`config.mk`:
```
export PLATFORM = sky130hd
export DESIGN_NAME = adc_sif
export DESIGN_NICKNAME = d
export VERILOG_FILES = /design/src/rtl/adc_sif_pkg.sv /design/src/rtl/adc_sif_sync.sv /design/src/rtl/adc_sif_ctrl.sv /design/src/rtl/adc_sif_out.sv /design/src/rtl/adc_sif.sv
export SDC_FILE = /design/constraint.sdc
export NUM_CORES = 1
export LEC_CHECK = 0
export ABC_AREA = 1
export BUFFER_PORTS_ARGS = -buffer_cell sky130_fd_sc_hd__buf_2
export CORE_UTILIZATION = 29
export CTS_CLUSTER_SIZE = 12
export DETAILED_ROUTE_END_ITERATION = 12
export SLEW_MARGIN = 40
export SYNTH_ARGS = -nofsm -noshare
export SYNTH_HDL_FRONTEND = slang
export SYNTH_SLANG_ARGS = --single-unit
```
`constraint.sdc`:
```
create_clock -name clk_i -period 1.65 [get_ports clk_i]
set_clock_uncertainty 0.15 [all_clocks]
set_input_delay 0.165 -clock clk_i [delete_from_list [all_inputs] [get_ports clk_i]]
set_output_delay 0.165 -clock clk_i [all_outputs]
set_load 0.03 [all_outputs]
```
`src/rtl/adc_sif_pkg.sv`:
```
package adc_sif_pkg;
  localparam int CTRL_W = 8;

  typedef enum logic [1:0] {
    PD_FULL = 2'b00,
    PD_FAST = 2'b01,
    CLK_INT = 2'b10,
    CLK_EXT = 2'b11
  } pd_mode_e;

  typedef struct packed {
    logic [2:0] sel;
    logic       unipolar;
    logic       single;
    pd_mode_e   pd;
  } ctrl_t;
endpackage

```
`src/rtl/adc_sif_sync.sv`:
```
module adc_sif_sync #(
  parameter int W = 3,
  parameter int STAGES = 2,
  parameter logic [W-1:0] RST_VAL = '0
) (
  input  logic         clk_i,
  input  logic         rst_ni,
  input  logic [W-1:0] d_i,
  output logic [W-1:0] q_o
);
  logic [W-1:0] stg_q [STAGES];

  for (genvar g = 0; g < STAGES; g++) begin : g_stage
    always_ff @(posedge clk_i or negedge rst_ni) begin
      if (!rst_ni) stg_q[g] <= RST_VAL;
      else if (g == 0) stg_q[g] <= d_i;
      else stg_q[g] <= stg_q[(g > 0) ? g-1 : 0];
    end
  end

  assign q_o = stg_q[STAGES-1];
endmodule

```
`src/rtl/adc_sif_ctrl.sv`:
```
module adc_sif_ctrl
  import adc_sif_pkg::*;
(
  input  logic  clk_i,
  input  logic  rst_ni,
  input  logic  cs_act_i,
  input  logic  rise_i,
  input  logic  din_i,
  output logic  done_o,
  output ctrl_t ctrl_o
);
  localparam int BODY  = CTRL_W - 1;
  localparam int CNT_W = $clog2(BODY);

  typedef enum logic [1:0] {S_HUNT, S_BODY, S_HOLD} st_e;

  st_e               st_q;
  logic [BODY-2:0]   sr_q;
  logic [CNT_W-1:0]  cnt_q;
  logic              done_q;
  ctrl_t             ctrl_q;
  logic [BODY-1:0]   full;

  assign full = {sr_q, din_i};

  always_ff @(posedge clk_i or negedge rst_ni) begin
    if (!rst_ni) begin
      st_q   <= S_HUNT;
      sr_q   <= '0;
      cnt_q  <= '0;
      done_q <= 1'b0;
      ctrl_q <= '0;
    end else begin
      done_q <= 1'b0;
      if (!cs_act_i) begin
        st_q  <= S_HUNT;
        cnt_q <= '0;
      end else if (rise_i) begin
        unique case (st_q)
          S_HUNT: if (din_i) begin
            st_q  <= S_BODY;
            cnt_q <= '0;
          end
          S_BODY: begin
            sr_q <= full[BODY-2:0];
            if (cnt_q == CNT_W'(BODY-1)) begin
              st_q            <= S_HOLD;
              done_q          <= 1'b1;
              ctrl_q.sel      <= full[6:4];
              ctrl_q.unipolar <= full[3];
              ctrl_q.single   <= full[2];
              ctrl_q.pd       <= pd_mode_e'(full[1:0]);
            end else begin
              cnt_q <= cnt_q + 1'b1;
            end
          end
          default: ;
        endcase
      end
    end
  end

  assign done_o = done_q;
  assign ctrl_o = ctrl_q;

  a_r2_zero_keeps_hunting: assert property (@(posedge clk_i) disable iff (!rst_ni)
    (st_q == S_HUNT && cs_act_i && rise_i && !din_i) |=> st_q == S_HUNT);

  a_r3_done_ends_body: assert property (@(posedge clk_i) disable iff (!rst_ni)
    done_q |-> ($past(st_q) == S_BODY && st_q == S_HOLD));
endmodule

```
`src/rtl/adc_sif_out.sv`:
```
module adc_sif_out
  import adc_sif_pkg::*;
#(
  parameter int RES_W = 12
) (
  input  logic             clk_i,
  input  logic             rst_ni,
  input  logic             cs_act_i,
  input  logic             fall_i,
  input  logic             done_i,
  input  ctrl_t            ctrl_i,
  input  logic [RES_W-1:0] sample_i,
  output logic             dout_o,
  output logic             strb_o
);
  localparam int BC_W = $clog2(RES_W + 1);
  localparam logic [RES_W-1:0] SIGN = {1'b1, {(RES_W-1){1'b0}}};

  typedef enum logic [2:0] {O_IDLE, O_WAIT, O_STRB, O_DATA, O_TAIL} ost_e;

  ost_e             st_q;
  logic [RES_W-1:0] sr_q;
  logic [BC_W-1:0]  bc_q;
  logic             dout_q, strb_q;

  always_ff @(posedge clk_i or negedge rst_ni) begin
    if (!rst_ni) begin
      st_q   <= O_IDLE;
      sr_q   <= '0;
      bc_q   <= '0;
      dout_q <= 1'b0;
      strb_q <= 1'b0;
    end else if (!cs_act_i) begin
      st_q   <= O_IDLE;
      bc_q   <= '0;
      dout_q <= 1'b0;
      strb_q <= 1'b0;
    end else if (done_i) begin
      if (ctrl_i.pd == CLK_EXT) begin
        st_q <= O_WAIT;
        sr_q <= ctrl_i.unipolar ? sample_i : (sample_i ^ SIGN);
      end
    end else if (fall_i) begin
      unique case (st_q)
        O_WAIT: begin
          strb_q <= 1'b1;
          st_q   <= O_STRB;
        end
        O_STRB: begin
          strb_q <= 1'b0;
          dout_q <= sr_q[RES_W-1];
          sr_q   <= sr_q << 1;
          bc_q   <= BC_W'(1);
          st_q   <= O_DATA;
        end
        O_DATA: begin
          if (bc_q == BC_W'(RES_W)) begin
            dout_q <= 1'b0;
            st_q   <= O_TAIL;
          end else begin
            dout_q <= sr_q[RES_W-1];
            sr_q   <= sr_q << 1;
            bc_q   <= bc_q + 1'b1;
          end
        end
        default: ;
      endcase
    end
  end

  assign dout_o = dout_q;
  assign strb_o = strb_q;

  a_r5_strb_one_period: assert property (@(posedge clk_i) disable iff (!rst_ni)
    (strb_q && fall_i && cs_act_i && !done_i) |=> !strb_q);

  a_r5_dout_low_with_strb: assert property (@(posedge clk_i) disable iff (!rst_ni)
    strb_q |-> !dout_q);

  a_r1_dout_only_on_fall: assert property (@(posedge clk_i) disable iff (!rst_ni)
    (cs_act_i && !fall_i) |=> ($stable(dout_q) || !cs_act_i));

  a_r9_tail_low: assert property (@(posedge clk_i) disable iff (!rst_ni)
    (st_q == O_TAIL) |-> !dout_q);
endmodule

```
`src/rtl/adc_sif.sv`:
```
module adc_sif
  import adc_sif_pkg::*;
#(
  parameter int RES_W = 12,
  parameter int SYNC_STAGES = 2
) (
  input  logic             clk_i,
  input  logic             rst_ni,
  input  logic             sclk_i,
  input  logic             cs_ni,
  input  logic             din_i,
  input  logic [RES_W-1:0] sample_i,
  output logic             dout_o,
  output logic             dout_oe_o,
  output logic             strb_o,
  output logic             strb_oe_o,
  output logic             req_o,
  output logic [2:0]       req_pos_o,
  output logic [2:0]       req_neg_o,
  output logic             req_single_o,
  output logic             req_unipolar_o,
  output logic             pd_full_o,
  output logic             pd_fast_o
);
  logic [2:0] pins_s;
  logic       sclk_s, cs_n_s, din_s, sclk_d;
  logic       cs_act, rise, fall, done;
  ctrl_t      ctrl;
  logic       pd_full_q, pd_fast_q;

  adc_sif_sync #(.W(3), .STAGES(SYNC_STAGES), .RST_VAL(3'b010)) u_sync (
    .clk_i  (clk_i),
    .rst_ni (rst_ni),
    .d_i    ({din_i, cs_ni, sclk_i}),
    .q_o    (pins_s)
  );

  assign {din_s, cs_n_s, sclk_s} = pins_s;
  assign cs_act = !cs_n_s;

  always_ff @(posedge clk_i or negedge rst_ni) begin
    if (!rst_ni) sclk_d <= 1'b0;
    else         sclk_d <= sclk_s;
  end

  assign rise = cs_act &&  sclk_s && !sclk_d;
  assign fall = cs_act && !sclk_s &&  sclk_d;

  adc_sif_ctrl u_ctrl (
    .clk_i    (clk_i),
    .rst_ni   (rst_ni),
    .cs_act_i (cs_act),
    .rise_i   (rise),
    .din_i    (din_s),
    .done_o   (done),
    .ctrl_o   (ctrl)
  );

  adc_sif_out #(.RES_W(RES_W)) u_out (
    .clk_i    (clk_i),
    .rst_ni   (rst_ni),
    .cs_act_i (cs_act),
    .fall_i   (fall),
    .done_i   (done),
    .ctrl_i   (ctrl),
    .sample_i (sample_i),
    .dout_o   (dout_o),
    .strb_o   (strb_o)
  );

  always_ff @(posedge clk_i or negedge rst_ni) begin
    if (!rst_ni) begin
      pd_full_q <= 1'b0;
      pd_fast_q <= 1'b0;
    end else if (done) begin
      pd_full_q <= (ctrl.pd == PD_FULL);
      pd_fast_q <= (ctrl.pd == PD_FAST);
    end
  end

  // select field order is {s2,s1,s0}; channel index is {s1,s0,s2}
  assign req_o          = done;
  assign req_pos_o      = {ctrl.sel[1], ctrl.sel[0], ctrl.sel[2]};
  assign req_neg_o      = {ctrl.sel[1], ctrl.sel[0], !ctrl.sel[2]};
  assign req_single_o   = ctrl.single;
  assign req_unipolar_o = ctrl.unipolar;
  assign pd_full_o      = pd_full_q;
  assign pd_fast_o      = pd_fast_q;
  assign dout_oe_o      = cs_act;
  assign strb_oe_o      = cs_act;

  a_r3_req_single_cycle: assert property (@(posedge clk_i) disable iff (!rst_ni)
    req_o |=> !req_o);

  a_r10_pd_hold: assert property (@(posedge clk_i) disable iff (!rst_ni)
    !req_o |=> $stable({pd_full_q, pd_fast_q}));

  a_r7_strb_low_after_select: assert property (@(posedge clk_i) disable iff (!rst_ni)
    $rose(cs_act) |-> !strb_o);
endmodule

```
# Word level (Yosys, flattened, before mapping)
# Index checks and enable logic that the tools add are counted.
[totals]
regBits = 49
out_inout_bits = 15
[classes]
n_addsub = 2
eq_ne = 17
muxes = 40
n_bitwise = 2
n_reduce_logical = 28
[op_table]
columns = ["op", "count"]
rows = [
  ["12-bit 2-to-1 mux", 5],
  ["3-bit 2-to-1 mux", 9],
  ["12-bit case mux with 2 select lines", 1],
  ["4-bit AND reduction", 5],
  ["4-bit 2-to-1 mux", 4],
  ["3-bit nonzero test", 5],
  ["3-bit inequality test, second input constant", 4],
  ["1-bit 2-to-1 mux", 11],
  ["3-bit case mux with 3 select lines", 1],
  ["3-bit AND reduction", 3],
  ["2-bit 2-to-1 mux", 4],
  ["4-bit case mux with 2 select lines", 1],
  ["3-bit by 2-bit == test with 1-bit output, second input constant", 2],
  ["3-bit by 2-bit inequality test with 1-bit output, second input constant", 2],
  ["3-bit case mux with 2 select lines", 1],
  ["2-bit nonzero test", 3],
  ["5-bit AND reduction", 1],
  ["5-bit nonzero test", 1],
  ["4-bit by 1-bit adder with 4-bit output, second input constant", 1],
  ["2-bit by 1-bit == test with 1-bit output, second input constant", 2],
  ["4-bit == test, second input constant", 1],
  ["1-bit logical AND", 4],
  ["1-bit logical NOT", 4],
  ["2-bit logical NOT", 2],
  ["other kinds (10)", 12],
]

# Depth between registers and ports, before layout
# Gate-level depths: netlist (run 1).
[logic_depth]
ltp_word = 6
depth_mapped = 11
depth_no_buf = 10

# Hierarchy
# A second synthesis (run 1) with hierarchy kept.
[hier_totals]
hier_cells = 308
area_unflattened_um2 = 2497.4
[by_module_without_submodules]
columns = ["mod", "n_inst", "cells_per_inst", "area_per_inst_um2", "seq_area_each_um2"]
rows = [
  ["adc_sif_out", 1, 179, 1257.5, 525.5],
  ["adc_sif_ctrl", 1, 100, 899.6, 475.5],
  ["adc_sif_sync", 1, 9, 175.2, 152.6],
  ["adc_sif", 1, 20, 165.2, 75.1],
]

# Least setup slack after synthesis (run 1)
# Ideal clock, no wire load.
[synth_timing]
kind = "flip-flop to flip-flop"
from = "register u_ctrl.done_q, in the netlist u_ctrl.done_o"
to = "register u_out.sr_q[0]"
arrival_time_ns = 1.305
t_required_ns = 1.385
slack_ns = 0.079
path_stages_with_launch = 10
period_less_slack_ns = 1.571
path_cell_list = "dfrtp_1 buf_6 inv_4 nor2_2 nand3_2 nand2_4 nand2_4 buf_12 nand2_2 nand2_2"
[synth_between]
elab_chain_cells = 2
word_cells_on_any_way = 6
classes_between = "eq/ne: 2; mux: 1; reduce/logical: 3"
[synth_lines]
columns = ["item", "line", "source"]
rows = [
  ["start: declaration", "adc_sif_ctrl.sv:20", "logic done_q;"],
  ["start signal: assignment", "adc_sif_ctrl.sv:31", "done_q <= 1'b0;"],
  ["start signal: assignment", "adc_sif_ctrl.sv:34", "done_q <= 1'b0;"],
  ["start signal: assignment", "adc_sif_ctrl.sv:48", "done_q <= 1'b1;"],
  ["3-bit inequality test (no source line), or another cell as far along", "--", ""],
  ["5-bit AND reduction (no source line)", "--", ""],
  ["end signal: assignment", "adc_sif_out.sv:41", "sr_q <= ctrl_i.unipolar ? sample_i : (sample_i ^ SIGN);"],
  ["end signal: assignment", "adc_sif_out.sv:52", "sr_q <= sr_q << 1;"],
  ["end signal: assignment", "adc_sif_out.sv:62", "sr_q <= sr_q << 1;"],
  ["end: declaration", "adc_sif_out.sv:22", "logic [RES_W-1:0] sr_q;"],
]
# Several ways; a longest one is shown, not always the timed one.
# A chain may end at the register's enable or synchronous reset.

# Final worst setup path (run 1)
[layout_timing]
from = "register u_ctrl.done_q, in the netlist u_ctrl.done_o"
to = "output req_o"
[layout_lines]
columns = ["item", "line", "source"]
rows = [
  ["end: declaration", "adc_sif.sv:17", "output logic req_o,"],
]
# No word-level cell between the ends.

==> results of run 1 <==
cell type report:
class / instances / area [um2] / share of cell area
timing repair buffer: 50 / 338 / 0.110
inverter: 23 / 91.3 / 0.0299
tap: 105 / 131 / 0.0429
multi-input combinational: 218 / 1170 / 0.383
sequential: 49 / 1230 / 0.402
clock buffer: 6 / 82.6 / 0.0270
clock inverter: 2 / 13.8 / 0.00450
stage by stage:
| step | setup TNS, ps | cell area (um2) |
|---|---|---|
| global placement | -13.1 | 2780 |
| global route | -10.3 | 3060 |
| detailed placement | -0.416 | 2780 |
| floorplan | 0 | 2540 |
| CTS | 0 | 2950 |
| finish | 0 | 3060 |
sequential cells by signal, indices dropped and copies added (netlist names):
| signal | flops |
|---|---|
| u_ctrl.done_o | 1 |
| pd_full_o | 1 |
| u_ctrl.ctrl_o | 7 |
| sclk_d | 1 |
| u_out.st_q | 3 |
| u_ctrl.cnt_q | 3 |
| u_out.bc_q | 4 |
| u_sync.stg_q | 3 |
| u_out.dout_o | 1 |
| pd_fast_o | 1 |
| u_out.strb_o | 1 |
| u_ctrl.st_q | 2 |
| u_sync.q_o | 3 |
| u_ctrl.sr_q | 6 |
| u_out.sr_q | 12 |
power by group:
part / switching, W / internal (W)
clock: 0.000397 / 0.000340
sequential: 0.000187 / 0.00146
combinational: 0.000460 / 0.000320
total: 0.00104 / 0.00212
worst max-delay path by stage:
stage	to	cells after the start
CTS	u_out.st_q[2]	8
global route	u_out.sr_q[7]	10
finish	req_o	2
global placement	u_ctrl.ctrl_o[6]	5
detailed placement	u_ctrl.ctrl_o[6]	5
floorplan	u_out.sr_q[0]	9
worst max-delay path, stage by stage (launching register included):
cell and delay (ps):
dfrtp_2 500, buf_4 250, buf_2 220
layer usage:
metal,up-vias,GRT usage
met5,-,0
li1,1038,-
met2,30,0.191
met3,2,0.0239
met4,0,0.0224
met1,934,0.164
logic make-up (layout without fill, tap and decap cells):
kind of cell,after synthesis,in the layout,share of synthesized area
xor+xnor,2,2,0.00688
compound gates,21,21,0.0521
fa+ha+maj,4,4,0.0197
flops,49,49,0.483
simple gates,190,191,0.353
buf+inv,39,81,0.0860
layout by cell type, fill, tap and decap left out, types with 5 or more instances in the layout:
cell,Yosys,final
buf_2,4,30
buf_4,9,13
clkbuf_8,0,6
dfrtp_1,47,45
dlygate4sd3_1,0,5
inv_1,20,20
nand2_1,98,95
nand2_2,26,27
nand3_1,32,32
nor2_1,20,18
nor2_2,4,5
o21ai_1,5,5
o21ai_2,5,5
what timing repair did:
action | 4_1_cts | 5_1_grt
endpoints found under the setup margin | 5 | 25
pin swaps | 0 | 4
hold endpoints to repair | 53 | 0
hold buffers | 5 | 0
setup buffers | 1 | 5
gates cloned | 0 | 1
resized for setup | 3 | 13
==> key figures, run 1 <==
Placed design
  – Pre-CTS setup slack: -0.416 ps
  – Placed instance count: 434
  – IO Port Bufs: 31
  – Post-DP HPWL: 3400 um
  – GP Congestion: 0.823

Timing
  – Max Transition Viols Final: 0
  – Fin crit share: 0.956
  – Worst Max-Slew Pin Slew: 359 ps
  – Final Critical Period: 1580 ps
  – Worst setup margin: 72.8 ps
  – FMAX: 0.634 GHz
  – Hold Vio Cnt, Final: 0
  – Slew HR: 0.760
  – Final setup viols: 0
  – Hold_ws: 59.4 ps

Worst setup path
  – CP Data Required Time: 1330 ps
  – Worst-case reg-to-reg path depth: 4
  – WP data arrival: 1260 ps
  – Reg2reg setup slack: 90 ps
  – Worst setup SP type: flop
  – WS Path Type: flop to output port
  – CP max FO: 14
  – CP Launch Point: u_ctrl.done_o
  – Reg2reg start: u_ctrl.st_q[1]
  – Crit. End Element: output port
  – R2r endpoint: u_ctrl.ctrl_o[4]

Worst hold path
  – Min-delay src: sample_i[8]
  – Hold Path End: u_out.sr_q[8]
  – HP Class: primary input to flop
  – Hold path depth: 5

Yosys
  – Yosys top cell by area: dfrtp_1
  – Mapped Cells: 305
  – Synth cell count leaders: nand2_1 (98), dfrtp_1 (47), nand3_1 (32)
  – Yosys cell types: 31
  – Top-area cell type share of the netlist area: 0.462
  – Syn nets: 326
  – Most numerous cell in the Yosys netlist: nand2_1
  – Post-Syn Area: 2540 um2
  – Syn Area/Cell: 8.34 um2
  – Async SR Flop Fraction: 1.00
  – Synth area leaders: dfrtp_1 (46%), nand2_1 (14%), nand2_2 (6.4%)
  – EDFF count, synth: 0
  – Share of the yosys chip area belonging to registers: 0.483
  – Seq cells post-synth: 49
  – Predominant post-synthesis flop cell: dfrtp_1
  – YS warnings: 0

Global routing
  – Vias in the first global route: 1867
  – Largest net degree at the start of global routing: 50
  – Global-route wire length before repair: 8510 um
  – Initial antenna violation count: 0
  – GRT Util Overall: 0.118
  – GRT overflow: 0

Status
  – Outcome: completed

Cells and area
  – Fin cells: 453
  – Final nets: 368
  – Layout area overhead: 20.2%
  – Layout cells sized above 1: 0.316
  – Fillcell total: 880
  – Final Core Density: 0.367
  – Ant diodes: 0

Route
  – DR top layer: met4
  – DR WL met2: 2290 um
  – Post-Route M1 WL: 2470 um
  – Vias: 2004
  – WL final: 4940 um
  – 1st-iter DRT viols: 86
  – Routed WL per cell: 10.9 um
  – Vias/cell: 4.42
  – Remaining DRCs: 0
  – Post-route ant nets: 0
  – DR WL met3: 165 um
  – First-pass DRT Iterations: 4

Clocking
  – Clk pin slew, worst setup/hold paths: 90 ps
  – CTS Sinks: 49
  – TritonCTS clock tree: built
  – Clock tree buffer depth: 2
  – Skew-Pair Late Insertion Delay: 300 ps
  – CTS Root Cell: clkbuf_8
  – H-Tree Level Count: 2
  – CTS Buf Count: 5

Job
  – Max cap viols: 0

Die
  – Site Rows: 33
  – Die width: 95.7 um
  – Total die area: 9150 um2
  – Top Ports: 32
  – Die H: 95.7 um
  – Core Area: 8340 um2
  – Starting density of the core: 0.305

Power and ir drop
  – Maximum VDD drop: 0.000545 V
  – Pwr per Cell Area: 1030 nW/um2
  – Pwr Total: 0.00317 W
  – Pleak: 1.55 nW
Note: power is estimated with default switching activity, not from simulation.
==> run 2: changes to the inputs <==
--- a/config.mk
+++ b/config.mk
@@ -7,9 +7,11 @@
 export LEC_CHECK = 0
 export ABC_AREA = 1
 export BUFFER_PORTS_ARGS = -buffer_cell sky130_fd_sc_hd__buf_2
+export CORE_MARGIN = 8
 export CORE_UTILIZATION = 29
 export CTS_CLUSTER_SIZE = 12
 export DETAILED_ROUTE_END_ITERATION = 12
+export RECOVER_POWER = 25
 export SLEW_MARGIN = 40
 export SYNTH_ARGS = -nofsm -noshare
 export SYNTH_HDL_FRONTEND = slang
==> constraint.sdc (replaced) <==
create_clock -name clk_i -period 1.65 [get_ports clk_i]
set_clock_uncertainty 0.15 [all_clocks]
set_input_delay 0.0825 -clock clk_i [delete_from_list [all_inputs] [get_ports clk_i]]
set_output_delay 0.0825 -clock clk_i [all_outputs]
set_load 0.03 [all_outputs]
==> run 2 against run 1 <==
  * Global-route usage is 2.5 points lower
  * Sequential power hardly changed
  * First-iteration DRC count is 20% lower
  * Flip-flop and latch count stayed put
  * Clock-buffer cell count is 1 higher
  * Hold slack better by 20 ps
  * Via count is 1.9% higher
  * Core utilization is 0.62 points lower
  * Cell area is 1.8% higher
==> key figures, run 2 (synthesized netlist as in run 1, its figures left out) <==
Timing
  – Hold Vio Cnt, Final: 0 (unchanged)
  – Final TNS setup: 0 ps (unchanged)
  – Max Transition Viols Final: 0 (unchanged)
  – Fin crit share: 0.976 (+0.0201)
  – FMAX: 0.621 GHz (-2.1%)
  – Unrepaired setup endpoints after global routing: yes
  – Final Critical Period: 1610 ps (+33.1 ps)
  – Worst setup margin: 39.7 ps (-33.1 ps)
  – Final setup viols: 0 (unchanged)
  – Slew HR: 0.550 (-0.210)
  – Worst Max-Slew Pin Slew: 675 ps (+316 ps)

Cells and area
  – Ant diodes: 0 (unchanged)
  – Fin cells: 464 (+2.4%)
  – Layout area overhead: 22.4%
  – Final nets: 376 (+2.2%)
  – Commonest non-fill, non-tap cell in the layout: nand2_1
  – Commonest cells after routing, fill and taps aside: nand2_1 (97), dfrtp_1 (46), nand3_1 (32)
  – Largest Register: u_out.sr_q
  – Final Core Density: 0.361 (-0.00617)
  – Layout cells sized above 1: 0.295 (-0.0211)
  – Largest register FFs: 12 (unchanged)

Global routing
  – Largest net degree at the start of global routing: 50 (unchanged)
  – Vias in the first global route: 1971 (+5.6%)
  – GRT Util Overall: 0.0926 (-0.0255)
  – Initial antenna violation count: 0 (unchanged)
  – GRT overflow: 0 (unchanged)
  – Global-route wire length before repair: 9100 um (+6.9%)

Worst setup path
  – CP max FO: 14 (unchanged)
  – Worst setup SP type: flop
  – Reg2reg start: u_sync.q_o[1]
  – Worst-case reg-to-reg path depth: 4 (unchanged)
  – R2r endpoint: u_ctrl.ctrl_o[3]
  – WS Path Type: flop to flop
  – Crit. End Element: flop
  – WP data arrival: 1700 ps (+440 ps)
  – Reg2reg setup slack: 40 ps (-50 ps)
  – CP Data Required Time: 1740 ps (+410 ps)

Placed design
  – GP Congestion: 0.802 (-2.6%)
  – IO Port Bufs: 31 (unchanged)
  – Pre-CTS setup slack: -43.3 ps (-42.9 ps)
  – Post-DP HPWL: 3580 um (+5.4%)
  – Placed instance count: 436 (+0.46%)

Power and ir drop
  – Pwr Total: 0.00319 W (+0.90%)
  – Pleak: 1.56 nW (+0.96%)
  – Pwr per Cell Area: 1030 nW/um2 (-0.89%)
  – Maximum VDD drop: 0.000347 V (-36%)

Route
  – WL final: 5260 um (+6.6%)
  – Remaining DRCs: 0 (unchanged)
  – 1st-iter DRT viols: 69 (-20%)
  – Vias/cell: 4.40 (-0.47%)
  – Routed WL per cell: 11.3 um (+4.0%)
  – Vias: 2043 (+1.9%)
  – First-pass DRT Iterations: 4 (unchanged)
  – Post-route ant nets: 0 (unchanged)

Clocking
  – CTS Root Cell: clkbuf_8
  – CTS Sinks: 49 (unchanged)
  – Clock tree buffer depth: 2 (unchanged)
  – TritonCTS clock tree: built
  – CTS Buf Count: 5 (unchanged)
  – Skew-Pair Late Insertion Delay: 300 ps (about the same)
  – H-Tree Level Count: 2 (unchanged)
  – Clk pin slew, worst setup/hold paths: 90 ps (about the same)

Die
  – Top Ports: 32 (unchanged)
  – Starting density of the core: 0.295 (-0.0104)
  – Site Rows: 34 (+3.0%)
  – Die width: 110 um (+15%)
  – Total die area: 12000 um2 (+31%)
  – Die H: 110 um (+15%)
  – Core Area: 8640 um2 (+3.5%)

Worst hold path
  – HP Class: primary input to flop
  – Min-delay src: sample_i[11]
  – Hold Path End: u_out.sr_q[11]
  – Hold path depth: 6 (+1)

Status
  – Outcome: completed

Job
  – Max cap viols: 0 (unchanged)
==> run 2: changes by cell type in the layout (fill, tap and decap cells not counted), moves of 2 or more <==
| cell | delta |
|---|---|
| buf_12 | -2 |
| buf_4 | -2 |
| dlygate4sd3_1 | +10 |
| inv_2 | +2 |
| nand2_1 | +2 |
==> run 2: worst max path at each step <==
stage | startpoint | slack (ps) | cells after the start | to
2_1_floorplan | u_ctrl.done_o | 80 | 9 | u_out.sr_q[0]
3_3_place_gp | u_sync.q_o[1] | -40 | 5 | u_ctrl.ctrl_o[6]
3_5_place_dp | u_sync.q_o[1] | -40 | 5 | u_ctrl.ctrl_o[6]
4_1_cts | u_sync.q_o[1] | -10 | 3 | dout_oe_o
5_1_grt | u_sync.q_o[1] | -50 | 8 | u_out.st_q[0]
6_report | u_sync.q_o[1] | 40 | 4 | u_ctrl.ctrl_o[3]
==> run 2: critical path, cell delays in order (launching register included) <==
cell,delay [ps]
dfstp_4,510
nor3_4,290
nand4_4,290
buf_4,230
o21ai_2,90
==> run 2: per-layer routing <==
layer	vias up	routed length, um	GRT usage
met3	8	236	0.0199
met2	34	2340	0.140
met5	-	0	0
met4	0	51	0.0260
li1	1050	-	-
met1	951	2630	0.130
==> run 2: layout make-up <==
cell class,instances,area [um2]
Timing Repair Buffer,58,402
Multi-Input combinational cell,218,1160
Fill cell,868,5520
Tap cell,108,135
Sequential cell,49,1230
Clock buffer,7,86.3
Clock inverter,1,7.51
Inverter,23,88.8
==> run 2: per-stage QoR <==
step	area, um2	hold slack [ps]
floorplan	2540	-363
global placement	2780	-57.5
detailed placement	2780	-54.5
CTS	3050	79.9
global route	3110	142
finish	3110	79.0
==> run 2: report_power, final <==
part | switching [W] | leakage [nW] | internal, W | total [W]
Combinational | 0.000461 | 0.891 | 0.000327 | 0.000789
Clock | 0.000411 | 0.0445 | 0.000341 | 0.000753
Sequential | 0.000192 | 0.627 | 0.00146 | 0.00165
==> run 2: repair_timing <==
action                                 4_1_cts  5_1_grt
gates cloned                                 0        1
setup buffers                                2        2
setup endpoints to repair                    9       30
endpoints found under the hold margin       63        0
pin swaps                                    0        3
resized for setup                            2       13
hold buffers                                15        0
==> run 3: changes to the inputs <==
--- a/config.mk
+++ b/config.mk
@@ -5,12 +5,11 @@
 export SDC_FILE = /design/constraint.sdc
 export NUM_CORES = 1
 export LEC_CHECK = 0
-export ABC_AREA = 1
-export BUFFER_PORTS_ARGS = -buffer_cell sky130_fd_sc_hd__buf_2
 export CORE_MARGIN = 8
 export CORE_UTILIZATION = 29
 export CTS_CLUSTER_SIZE = 12
 export DETAILED_ROUTE_END_ITERATION = 12
+export DONT_BUFFER_PORTS = 1
 export RECOVER_POWER = 25
 export SLEW_MARGIN = 40
 export SYNTH_ARGS = -nofsm -noshare
==> run 3 against run 2 <==
  * The run now ends with setup timing left
  * Cell area decreased by 8.2%
  * Flip-flop and latch count unchanged
  * Power decreased by 29%
  * Maximum frequency decreased by 3.2%
  * Combinational power decreased by 73%
  * Core utilization increased by 1.5 points
  * Critical path depth increased by 2
  * Routed wire length decreased by 13%
  * Clock-buffer cell count decreased by 2
  * Sequential share of layout area increased by 3.5 points
  * Non-clock buffer count decreased by 13
  * Hold slack got worse by 53 ps
==> key figures, run 3 <==
Yosys
  – Synth cell count leaders: dfrtp_1 (47), nand2_1 (18), mux2_2 (14), o21ai_0 (14)
  – Syn Area/Cell: 11.9 um2 (+42%)
  – Syn nets: 210 (-36%)
  – Share of the yosys chip area belonging to registers: 0.547 (+0.0646)
  – Synth area leaders: dfrtp_1 (52%), mux2_2 (7.0%), mux2i_1 (4.9%)
  – Async SR Flop Fraction: 1.00 (unchanged)
  – YS warnings: 0 (unchanged)
  – Yosys cell types: 43 (+39%)
  – Most numerous cell in the Yosys netlist: dfrtp_1
  – Seq cells post-synth: 49 (unchanged)
  – Yosys top cell by area: dfrtp_1
  – Predominant post-synthesis flop cell: dfrtp_1
  – Mapped Cells: 189 (-38%)
  – Post-Syn Area: 2240 um2 (-12%)
  – EDFF count, synth: 0 (unchanged)
  – Top-area cell type share of the netlist area: 0.524 (+0.0618)

Clocking
  – Skew-Pair Late Insertion Delay: 300 ps (about the same)
  – TritonCTS clock tree: built
  – H-Tree Level Count: 2 (unchanged)
  – CTS Sinks: 49 (unchanged)
  – Clock tree buffer depth: 2 (unchanged)
  – CTS Root Cell: clkbuf_8
  – Clk pin slew, worst setup/hold paths: 100 ps (about the same)
  – CTS Buf Count: 5 (unchanged)

Worst hold path
  – HP Class: primary input to flop
  – Hold path depth: 3 (-3)
  – Min-delay src: sample_i[11]
  – Hold Path End: u_out.sr_q[11]

Placed design
  – Pre-CTS setup slack: -67.8 ps (-24.4 ps)
  – DP Area: 2460 um2 (-12%)
  – IO Port Bufs: 0 (-100%)
  – GP Congestion: 0.812 (+1.2%)
  – Post-DP HPWL: 3070 um (-14%)

Die
  – Site Rows: 32 (-5.9%)
  – Die width: 104 um (-5.2%)
  – Top Ports: 32 (unchanged)
  – Core Area: 7610 um2 (-12%)
  – Total die area: 10800 um2 (-10%)
  – Die H: 104 um (-5.2%)
  – Starting density of the core: 0.295 (+0.000369)

Cells and area
  – Largest register FFs: 12 (unchanged)
  – Ant diodes: 0 (unchanged)
  – Final nets: 252 (-33%)
  – Layout area overhead: 27.3%
  – Commonest cells after routing, fill and taps aside: dfrtp_1 (45), buf_4 (26), nand2_1 (17)
  – Fillcell total: 752 (-13%)
  – Final Cell Area: 2860 um2 (-8.2%)
  – Layout cells sized above 1: 0.336 (+0.0413)
  – Largest Register: u_out.sr_q
  – Commonest non-fill, non-tap cell in the layout: dfrtp_1

Global routing
  – GRT Util Overall: 0.0879 (-0.00471)
  – Vias in the first global route: 1604 (-19%)
  – Largest net degree at the start of global routing: 50 (unchanged)
  – Initial antenna violation count: 0 (unchanged)
  – GRT overflow: 0 (unchanged)
  – Global-route wire length before repair: 7910 um (-13%)

Timing
  – Final Critical Period: 1660 ps (+52.4 ps)
  – Worst setup margin: -12.7 ps (-52.4 ps)
  – Hold Vio Cnt, Final: 0 (unchanged)
  – Unrepaired setup endpoints after global routing: yes
  – FMAX: 0.601 GHz (-3.2%)
  – Worst Max-Slew Pin Slew: 658 ps (-16.9 ps)
  – Max Transition Viols Final: 0 (unchanged)
  – Final setup viols: 2 (+2)
  – Fin crit share: 1.01 (+0.0318)
  – Slew HR: 0.561 (+0.0113)

Route
  – First-pass DRT Iterations: 5 (+1)
  – Remaining DRCs: 0 (unchanged)
  – WL final: 4560 um (-13%)
  – Vias/cell: 4.53 (+3.0%)
  – Vias: 1514 (-26%)
  – Routed WL per cell: 13.7 um (+20%)
  – Post-route ant nets: 0 (unchanged)
  – 1st-iter DRT viols: 15 (-78%)

Power and ir drop
  – Clk pwr share: 0.317 (+0.081)
  – Pwr per Cell Area: 790 nW/um2 (-23%)
  – Switching portion of total power: 0.249 (-0.0845)
  – Comb pwr share: 0.094 (-0.153)
  – Seq pwr share: 0.589 (+0.072)
  – Switching Power: 0.000562 W (-47%)
  – Maximum VDD drop: 0.000572 V (+65%)
  – Int Pwr: 0.00170 W (-20%)
  – Pleak: 1.29 nW (-17%)

Worst setup path
  – R2r endpoint: u_out.st_q[2]
  – Worst setup SP type: flop
  – CP max-delay cell: dfrtp_1
  – CP max FO: 3 (-11)
  – Critical Path Max Stage Delay: 400 ps (-110 ps)
  – CP Data Required Time: 1740 ps (about the same)
  – Reg2reg start: u_out.bc_q[0]
  – Reg2reg setup slack: -10 ps (-50 ps)
  – WP data arrival: 1750 ps (+50 ps)
  – Worst-case reg-to-reg path depth: 6 (+2)
  – WS Path Type: flop to flop
  – Crit. End Element: flop
  – CP Cell Sequence: inv_2, ha_4, nand4_1, buf_4, or3b_4, a21oi_2

Job
  – Max cap viols: 0 (unchanged)

Status
  – Violated checks: setup timing
  – Outcome: finished with violations
[run 3: changes by cell type in the layout (fill, tap and decap cells not counted), sizes merged, moves of 3 or more]
cell	before	now
buf	42	29
a21oi	4	11
inv	23	10
nor2	27	8
nand3	33	9
nand2	127	18
mux2i	0	11
mux2	0	15
nor3b	0	3
nor2b	0	3
[run 3: layer usage]
| layer | track usage | wire, um |
|---|---|---|
| met5 | 0 | 0 |
| met4 | 0.0248 | 38 |
| met3 | 0.0260 | 163 |
| met2 | 0.139 | 2140 |
| met1 | 0.114 | 2220 |
[run 3: per-stage QoR]
step | util | setup TNS (ps) | hold WS, ps | std cells | power [W]
2_1_floorplan | - | -8.57 | -363 | 189 | 0.00145
3_3_place_gp | 0.323 | -1.01 | -361 | 301 | 0.00150
3_5_place_dp | 0.323 | -497 | -361 | 301 | 0.00150
4_1_cts | 0.370 | -13.6 | 17.5 | 333 | 0.00229
5_1_grt | 0.376 | -1590 | 70.9 | 334 | 0.00237
6_report | 0.376 | -20.3 | 26.2 | 334 | 0.00226
[run 3: final cells by class]
cell class	instances	area, um2	area share
Clock buffer	5	68.8	0.0241
Clock inverter	3	21.3	0.00744
Inverter	9	33.8	0.0118
Multi-Input combinational cell	121	988	0.346
Sequential cell	49	1230	0.431
Tap cell	102	128	0.0447
Timing Repair Buffer	45	387	0.135
[run 3: how the worst max path moves through the flow]
| stage | end | slack, ps | cells after the start | start |
|---|---|---|---|---|
| after floorplan | u_out.st_q[2] | -9 | 5 | u_ctrl.done_o |
| after global placement | u_ctrl.ctrl_o[2] | -1 | 4 | u_ctrl.st_q[1] |
| after detailed placement | u_out.sr_q[5] | -70 | 6 | u_out.bc_q[0] |
| after CTS | u_out.st_q[2] | -10 | 6 | u_out.bc_q[1] |
| after global routing | u_out.st_q[2] | -130 | 6 | u_out.bc_q[1] |
| final | u_out.st_q[2] | -10 | 6 | u_out.bc_q[0] |
[run 3: kinds of logic (layout without fill, tap and decap cells)]
| logic type | count (synthesis) | in the layout | share of synthesized area |
|---|---|---|---|
| AND/OR/NAND/NOR | 50 | 51 | 0.137 |
| flip-flops | 49 | 49 | 0.547 |
| AO/OA/AOI/OAI | 39 | 39 | 0.117 |
| multiplexers | 26 | 26 | 0.124 |
| buffers and inverters | 20 | 62 | 0.0485 |
| adder cells (fa/ha/maj) | 4 | 4 | 0.0223 |
| XOR/XNOR | 1 | 1 | 0.00390 |
[run 3: power by group through the flow]
stage | registers, W | clock network, W | logic [W]
after floorplan | 0.00134 | 0 | 0.000115
after global placement | 0.00135 | 0 | 0.000147
after detailed placement | 0.00135 | 0 | 0.000152
after CTS | 0.00133 | 0.000741 | 0.000217
after global routing | 0.00134 | 0.000788 | 0.000239
final | 0.00133 | 0.000716 | 0.000213
[run 3: critical path, delay by kind of cell (launching register included)]
family	cells	cell delay (ps)
flip-flops	1	400
adder cells (fa/ha/maj)	1	130
AO/OA/AOI/OAI	1	120
buffers and inverters	2	280
AND/OR/NAND/NOR	2	520
[run 3: what timing repair did]
item	4_1_cts	5_1_grt
hold buffers	16	0
hold endpoints to repair	63	0
resized for setup	9	16
gates cloned	2	0
pin swaps	4	8
endpoints found under the setup margin	22	33
buffers inserted	6	2
